$ cat src/rtl/rbt_pkg.sv
package rbt_pkg;

    // Physical entries that a rename of a register owned by `owner` with
    // `cost` takes from file `file`; file 0 sees every logical register.
    function automatic int unsigned lreg_charge(int unsigned file,
                                                int unsigned owner,
                                                int unsigned cost);
        if (owner == file) return cost;
        if (file == 0) return 1;
        return 0;
    endfunction

endpackage

$ cat src/rtl/rbt_file_ctr.sv
module rbt_file_ctr #(
    parameter int CNT_W = 6,
    parameter int SUM_W = 12,
    parameter logic [CNT_W-1:0] CAP = '0
) (
    input  logic             clk,
    input  logic             rst_n,
    input  logic [CNT_W-1:0] add_c,
    input  logic [CNT_W-1:0] sub_c,
    input  logic [SUM_W-1:0] need,
    output logic [CNT_W-1:0] used,
    output logic             busy,
    output logic             under
);
    logic [CNT_W:0]   gross;
    logic [CNT_W-1:0] used_nxt;

    always_comb begin
        gross    = {1'b0, used} + {1'b0, add_c};
        under    = gross < {1'b0, sub_c};
        used_nxt = under ? '0 : CNT_W'(gross - {1'b0, sub_c});
    end

    always_ff @(posedge clk) begin
        if (!rst_n) used <= '0;
        else        used <= used_nxt;
    end

    if (CAP == '0) begin : g_unbounded
        assign busy = 1'b0;
    end else begin : g_bounded
        logic [SUM_W:0] total;
        assign total = (SUM_W+1)'(used) + (SUM_W+1)'(need);
        assign busy  = total > (SUM_W+1)'(CAP);
    end

endmodule

$ cat src/rtl/rbt_elim_ctr.sv
module rbt_elim_ctr #(
    parameter int LIM_W = 3,
    parameter logic [LIM_W-1:0] LIMIT = '0
) (
    input  logic clk,
    input  logic rst_n,
    input  logic cycle_start,
    input  logic take,
    output logic room
);
    logic [LIM_W-1:0] cnt;
    logic [LIM_W-1:0] base;

    assign base = cycle_start ? '0 : cnt;
    assign room = (LIMIT == '0) || (base < LIMIT);

    always_ff @(posedge clk) begin
        if (!rst_n)                   cnt <= '0;
        else if (take && base != '1)  cnt <= base + LIM_W'(1);
        else                          cnt <= base;
    end

endmodule

$ cat src/rtl/rbt_zero_bits.sv
module rbt_zero_bits #(
    parameter int NL = 16,
    parameter int LW = 4
) (
    input  logic          clk,
    input  logic          rst_n,
    input  logic          wr_en,
    input  logic [LW-1:0] wr_idx,
    input  logic          wr_zero,
    input  logic [LW-1:0] rd_idx,
    output logic          rd_zero
);
    logic [NL-1:0] zbits;

    always_ff @(posedge clk) begin
        if (!rst_n)     zbits <= '0;
        else if (wr_en) zbits[wr_idx] <= wr_zero;
    end

    assign rd_zero = zbits[rd_idx];

endmodule

$ cat src/rtl/rename_budget_tracker.sv
module rename_budget_tracker #(
    parameter int NF     = 4,
    parameter int NL     = 16,
    parameter int CNT_W  = 6,
    parameter int COST_W = 2,
    parameter int LIM_W  = 3,
    parameter int FW     = $clog2(NF),
    parameter int LW     = $clog2(NL),
    parameter logic [NF*CNT_W-1:0] FILE_CAP   = {6'd4, 6'd8, 6'd6, 6'd0},
    parameter logic [NF*LIM_W-1:0] MV_LIMIT   = {3'd1, 3'd1, 3'd2, 3'd0},
    parameter logic [NF-1:0]       ZERO_ONLY  = 4'b1000,
    parameter logic [NL*FW-1:0]    LREG_OWNER = 32'hFFAA_5500,
    parameter logic [NL*COST_W-1:0] LREG_COST = 32'h55AA_5555,
    parameter logic [NL-1:0]       MV_OK      = 16'hFF7F
) (
    input  logic                clk,
    input  logic                rst_n,
    input  logic                cycle_start,
    input  logic [NL-1:0]       q_mask,
    output logic [NF-1:0]       busy_mask,
    input  logic                alloc_valid,
    input  logic [LW-1:0]       alloc_lreg,
    input  logic                alloc_zero,
    input  logic                alloc_elim,
    input  logic                rel_valid,
    input  logic [LW-1:0]       rel_lreg,
    input  logic                rel_none,
    input  logic                mv_valid,
    input  logic [LW-1:0]       mv_src,
    input  logic [LW-1:0]       mv_dst,
    output logic                mv_grant,
    output logic                mv_zero,
    output logic [NF*CNT_W-1:0] used_flat,
    output logic                err
);
    import rbt_pkg::*;

    localparam int SUM_W = CNT_W + LW + COST_W;

    function automatic int unsigned owner_of(int unsigned r);
        return 32'(LREG_OWNER[r*FW +: FW]);
    endfunction

    function automatic int unsigned cost_of(int unsigned r);
        return 32'(LREG_COST[r*COST_W +: COST_W]);
    endfunction

    logic          alloc_charged;
    logic          rel_charged;
    logic [NF-1:0] under;
    logic [NF-1:0] room;
    logic [FW-1:0] mv_file;
    logic          src_zero;

    assign alloc_charged = alloc_valid && !alloc_zero && !alloc_elim;
    assign rel_charged   = rel_valid && !rel_none;

    for (genvar f = 0; f < NF; f++) begin : g_file
        logic [SUM_W-1:0] need;
        logic [CNT_W-1:0] add_c;
        logic [CNT_W-1:0] sub_c;
        logic [CNT_W-1:0] used;

        always_comb begin
            need = '0;
            for (int r = 0; r < NL; r++) begin
                if (q_mask[r])
                    need = need + SUM_W'(lreg_charge(f, owner_of(r), cost_of(r)));
            end
            add_c = '0;
            if (alloc_charged)
                add_c = CNT_W'(lreg_charge(f, owner_of(32'(alloc_lreg)),
                                           cost_of(32'(alloc_lreg))));
            sub_c = '0;
            if (rel_charged)
                sub_c = CNT_W'(lreg_charge(f, owner_of(32'(rel_lreg)),
                                           cost_of(32'(rel_lreg))));
        end

        rbt_file_ctr #(
            .CNT_W (CNT_W),
            .SUM_W (SUM_W),
            .CAP   (FILE_CAP[f*CNT_W +: CNT_W])
        ) u_ctr (
            .clk   (clk),
            .rst_n (rst_n),
            .add_c (add_c),
            .sub_c (sub_c),
            .need  (need),
            .used  (used),
            .busy  (busy_mask[f]),
            .under (under[f])
        );

        rbt_elim_ctr #(
            .LIM_W (LIM_W),
            .LIMIT (MV_LIMIT[f*LIM_W +: LIM_W])
        ) u_elim (
            .clk         (clk),
            .rst_n       (rst_n),
            .cycle_start (cycle_start),
            .take        (mv_grant && (mv_file == FW'(f))),
            .room        (room[f])
        );

        assign used_flat[f*CNT_W +: CNT_W] = used;
    end

    rbt_zero_bits #(
        .NL (NL),
        .LW (LW)
    ) u_zero (
        .clk     (clk),
        .rst_n   (rst_n),
        .wr_en   (alloc_valid && !alloc_elim),
        .wr_idx  (alloc_lreg),
        .wr_zero (alloc_zero),
        .rd_idx  (mv_src),
        .rd_zero (src_zero)
    );

    assign mv_file  = LREG_OWNER[32'(mv_dst)*FW +: FW];
    assign mv_grant = mv_valid && MV_OK[mv_dst] && room[mv_file]
                      && (!ZERO_ONLY[mv_file] || src_zero);
    assign mv_zero  = mv_grant && src_zero;

    always_ff @(posedge clk) begin
        if (!rst_n)      err <= 1'b0;
        else if (|under) err <= 1'b1;
    end

endmodule

$ cat config.mk
export PLATFORM = sky130hd
export DESIGN_NAME = rename_budget_tracker
export DESIGN_NICKNAME = d
export VERILOG_FILES = /design/src/rtl/rbt_pkg.sv /design/src/rtl/rbt_file_ctr.sv /design/src/rtl/rbt_elim_ctr.sv /design/src/rtl/rbt_zero_bits.sv /design/src/rtl/rename_budget_tracker.sv
export SDC_FILE = /design/constraint.sdc
export NUM_CORES = 1
export LEC_CHECK = 0
export ABC_AREA = 1
export BUFFER_PORTS_ARGS = -buffer_cell sky130_fd_sc_hd__buf_2
export CAP_MARGIN = 10
export CORE_ASPECT_RATIO = 1.2
export CORE_MARGIN = 2
export CORE_UTILIZATION = 62
export DETAILED_ROUTE_END_ITERATION = 6
export PLACE_DENSITY = 0.83
export SLEW_MARGIN = 20
export SYNTH_ARGS = -nofsm -noshare
export SYNTH_HDL_FRONTEND = slang
export SYNTH_HIERARCHICAL = 1
export SYNTH_SLANG_ARGS = --single-unit
$ cat constraint.sdc
create_clock -name clk -period 4.5 [get_ports clk]
set_input_delay 0.9 -clock clk [delete_from_list [all_inputs] [get_ports clk]]
set_output_delay 0.9 -clock clk [all_outputs]
set_load 0.1 [all_outputs]
==> flow_metrics.env <==
export IMPL_path_delay_family="adder cells"
export IMPL_n_antenna_cell=0
export IMPL_post_cts_buffers=0
export IMPL_first_iter_violations=139
export IMPL_coreArea_um2=9520
export IMPL_root_buffer="clkbuf_16"
export IMPL_syn_cell_area_um2=6050
export IMPL_grt_overflow=0
export IMPL_postPlaceCellArea_um2=6920
export IMPL_tns_ns=0
export IMPL_startpoint_type="input port"
export IMPL_final_common_cell="nand2_1"
export IMPL_first_pass_iters=4
export IMPL_post_route_util_pct=74.3
export IMPL_num_rows=39
export IMPL_clk_pin_slew_ns=0.06
export IMPL_cts_htree_levels=2
export IMPL_worst_pin_slew_ns=0.716
export IMPL_period_share_pct=93.8
export IMPL_hold_slack_ns=0.457
export IMPL_crit_fanout=2
export IMPL_power_density_nw_per_um2=446
export IMPL_slowest_stage="fa_1"
export IMPL_leakagePower_nw=4.03
export IMPL_hold_violations=0
export IMPL_cp_data_arrival_time_ns=3.32
export IMPL_dp_cells=1243
export IMPL_cp_required_ns=3.60
export IMPL_nets=1258
export IMPL_cts_buffers=5
export IMPL_status="finished clean"
export IMPL_grt_max_degree=25
export IMPL_dieArea_um2=10600
export IMPL_finalSetupViolCount=0
export IMPL_grt_pass1_wl_um=20600
export IMPL_routed_wl_um=11500
export IMPL_hp_class="reg2reg"
export IMPL_num_vias=5840
export IMPL_crit_type="in2out"
export IMPL_max_stage_delay_ns=0.45
export IMPL_die_h_um=112
export IMPL_layout_common_cells="nand2_1 (211), inv_1 (189), conb_1 (107)"
export IMPL_path_cells="buf_2 > inv_1 > ha_1 > xor2_1 > ha_1 > nand2_1 > nand2_1 > inv_1 > fa_1 > xor2_1 > nor3b_1 > nor2_1 > nand2_1 > nor2_1 > nand3_1 > buf_12"
export IMPL_drive_gt1_share_pct=12.5
export IMPL_crit_buf_inv=4
export IMPL_antenna_left=0
export IMPL_cap_violations=0
export IMPL_drc_errors=0
export IMPL_avgSynthCellArea_um2=6.31
export IMPL_end_kind="output port"
export IMPL_layout_setup_ws_ns=0.277
export IMPL_cts_buffer_depth=2
export IMPL_dp_final_hpwl_um=9850
export IMPL_post_layout_total_power_mw=3.16
export IMPL_avgViaCountPerCell=4.67
export IMPL_drv_slew=0
export IMPL_vdd_ir_drop_max_uv=409
export IMPL_grt_use_total_pct=23.2
export IMPL_area_growth_pct=16.9
export IMPL_yosysWarnings=6
export IMPL_cts_sinks=50
export IMPL_place_congestion=0.881
export IMPL_layout_cells_non_filler=1250
export IMPL_final_cell_area_um2=7070
export IMPL_wl_per_cell_um=9.23
export IMPL_tritoncts="done"
export IMPL_grt_antenna_before_repair=0
export IMPL_dpl_worst_slack_ns=0.0422
export IMPL_fmax_ghz=0.237
export IMPL_io_buffers=64
export IMPL_initial_core_util_pct=63.6
export IMPL_first_global_vias=5336
export IMPL_die_w_um=94.2
export IMPL_clk_latency_ns=0.29
export IMPL_slew_limit_headroom_pct=52.1
export IMPL_cp_common_cell="nand2_1"
export IMPL_fin_skew_ns=0.00175
export IMPL_syn_inst=959
export IMPL_io_pins=72
export IMPL_fin_crit_ns=4.22
==> layout make-up <==
class | count | area (µm²)
fill | 884 | 2450
multi-input combinational | 797 | 4620
clock buffer | 5 | 125
tap | 123 | 154
sequential | 50 | 1000
clock inverter | 2 | 10.0
timing repair buffer | 66 | 380
inverter | 207 | 777
==> where the power goes <==
part,switching [mW],internal [mW],total (mW)
registers,0.0610,0.516,0.577
logic,1.50,0.720,2.22
clock network,0.162,0.201,0.363
==> worst min-delay path: cells and delay by family, from the launching register on <==
kind	cells	cell delay (ns)
AOI/OAI and AO/OA	1	0.06
buffers and inverters	1	0.06
DFF	1	0.30
==> layer usage <==
layer,share of wire [%],track usage [%],up-vias
li1,-,-,3239
met1,45,26.4,2522
met2,51,45.1,66
met3,2.2,2.62,13
met4,1.3,5.60,0
met5,0,0,-
==> path summary, 6_finish.rpt <==
| check | slack [ns] | start | to | depth (start not counted) |
|---|---|---|---|---|
| min | 0.46 | u_zero/zbits[12]$_SDFFE_PN0P_ | u_zero/zbits[12]$_SDFFE_PN0P_ | 2 |
| max reg2reg | 1.29 | g_file[1].u_ctr/used[0]$_SDFF_PP0_ | err$_SDFFE_PN0P_ | 19 |
| min reg2reg | 0.46 | u_zero/zbits[12]$_SDFFE_PN0P_ | u_zero/zbits[12]$_SDFFE_PN0P_ | 2 |
| max | 0.28 | q_mask[4] | busy_mask[1] | 16 |
==> sequential cells by signal, indices dropped and copies added (netlist names) <==
register and count:
g_file.u_elim/cnt 9, u_zero/zbits 16, g_file.u_ctr/used 24, err 1
==> repair_timing <==
item	4_1_cts	5_1_grt
gates resized for setup	0	3
endpoints found under the setup margin	0	2
hold buffers	0	0
(Power assumes the default switching activity.)
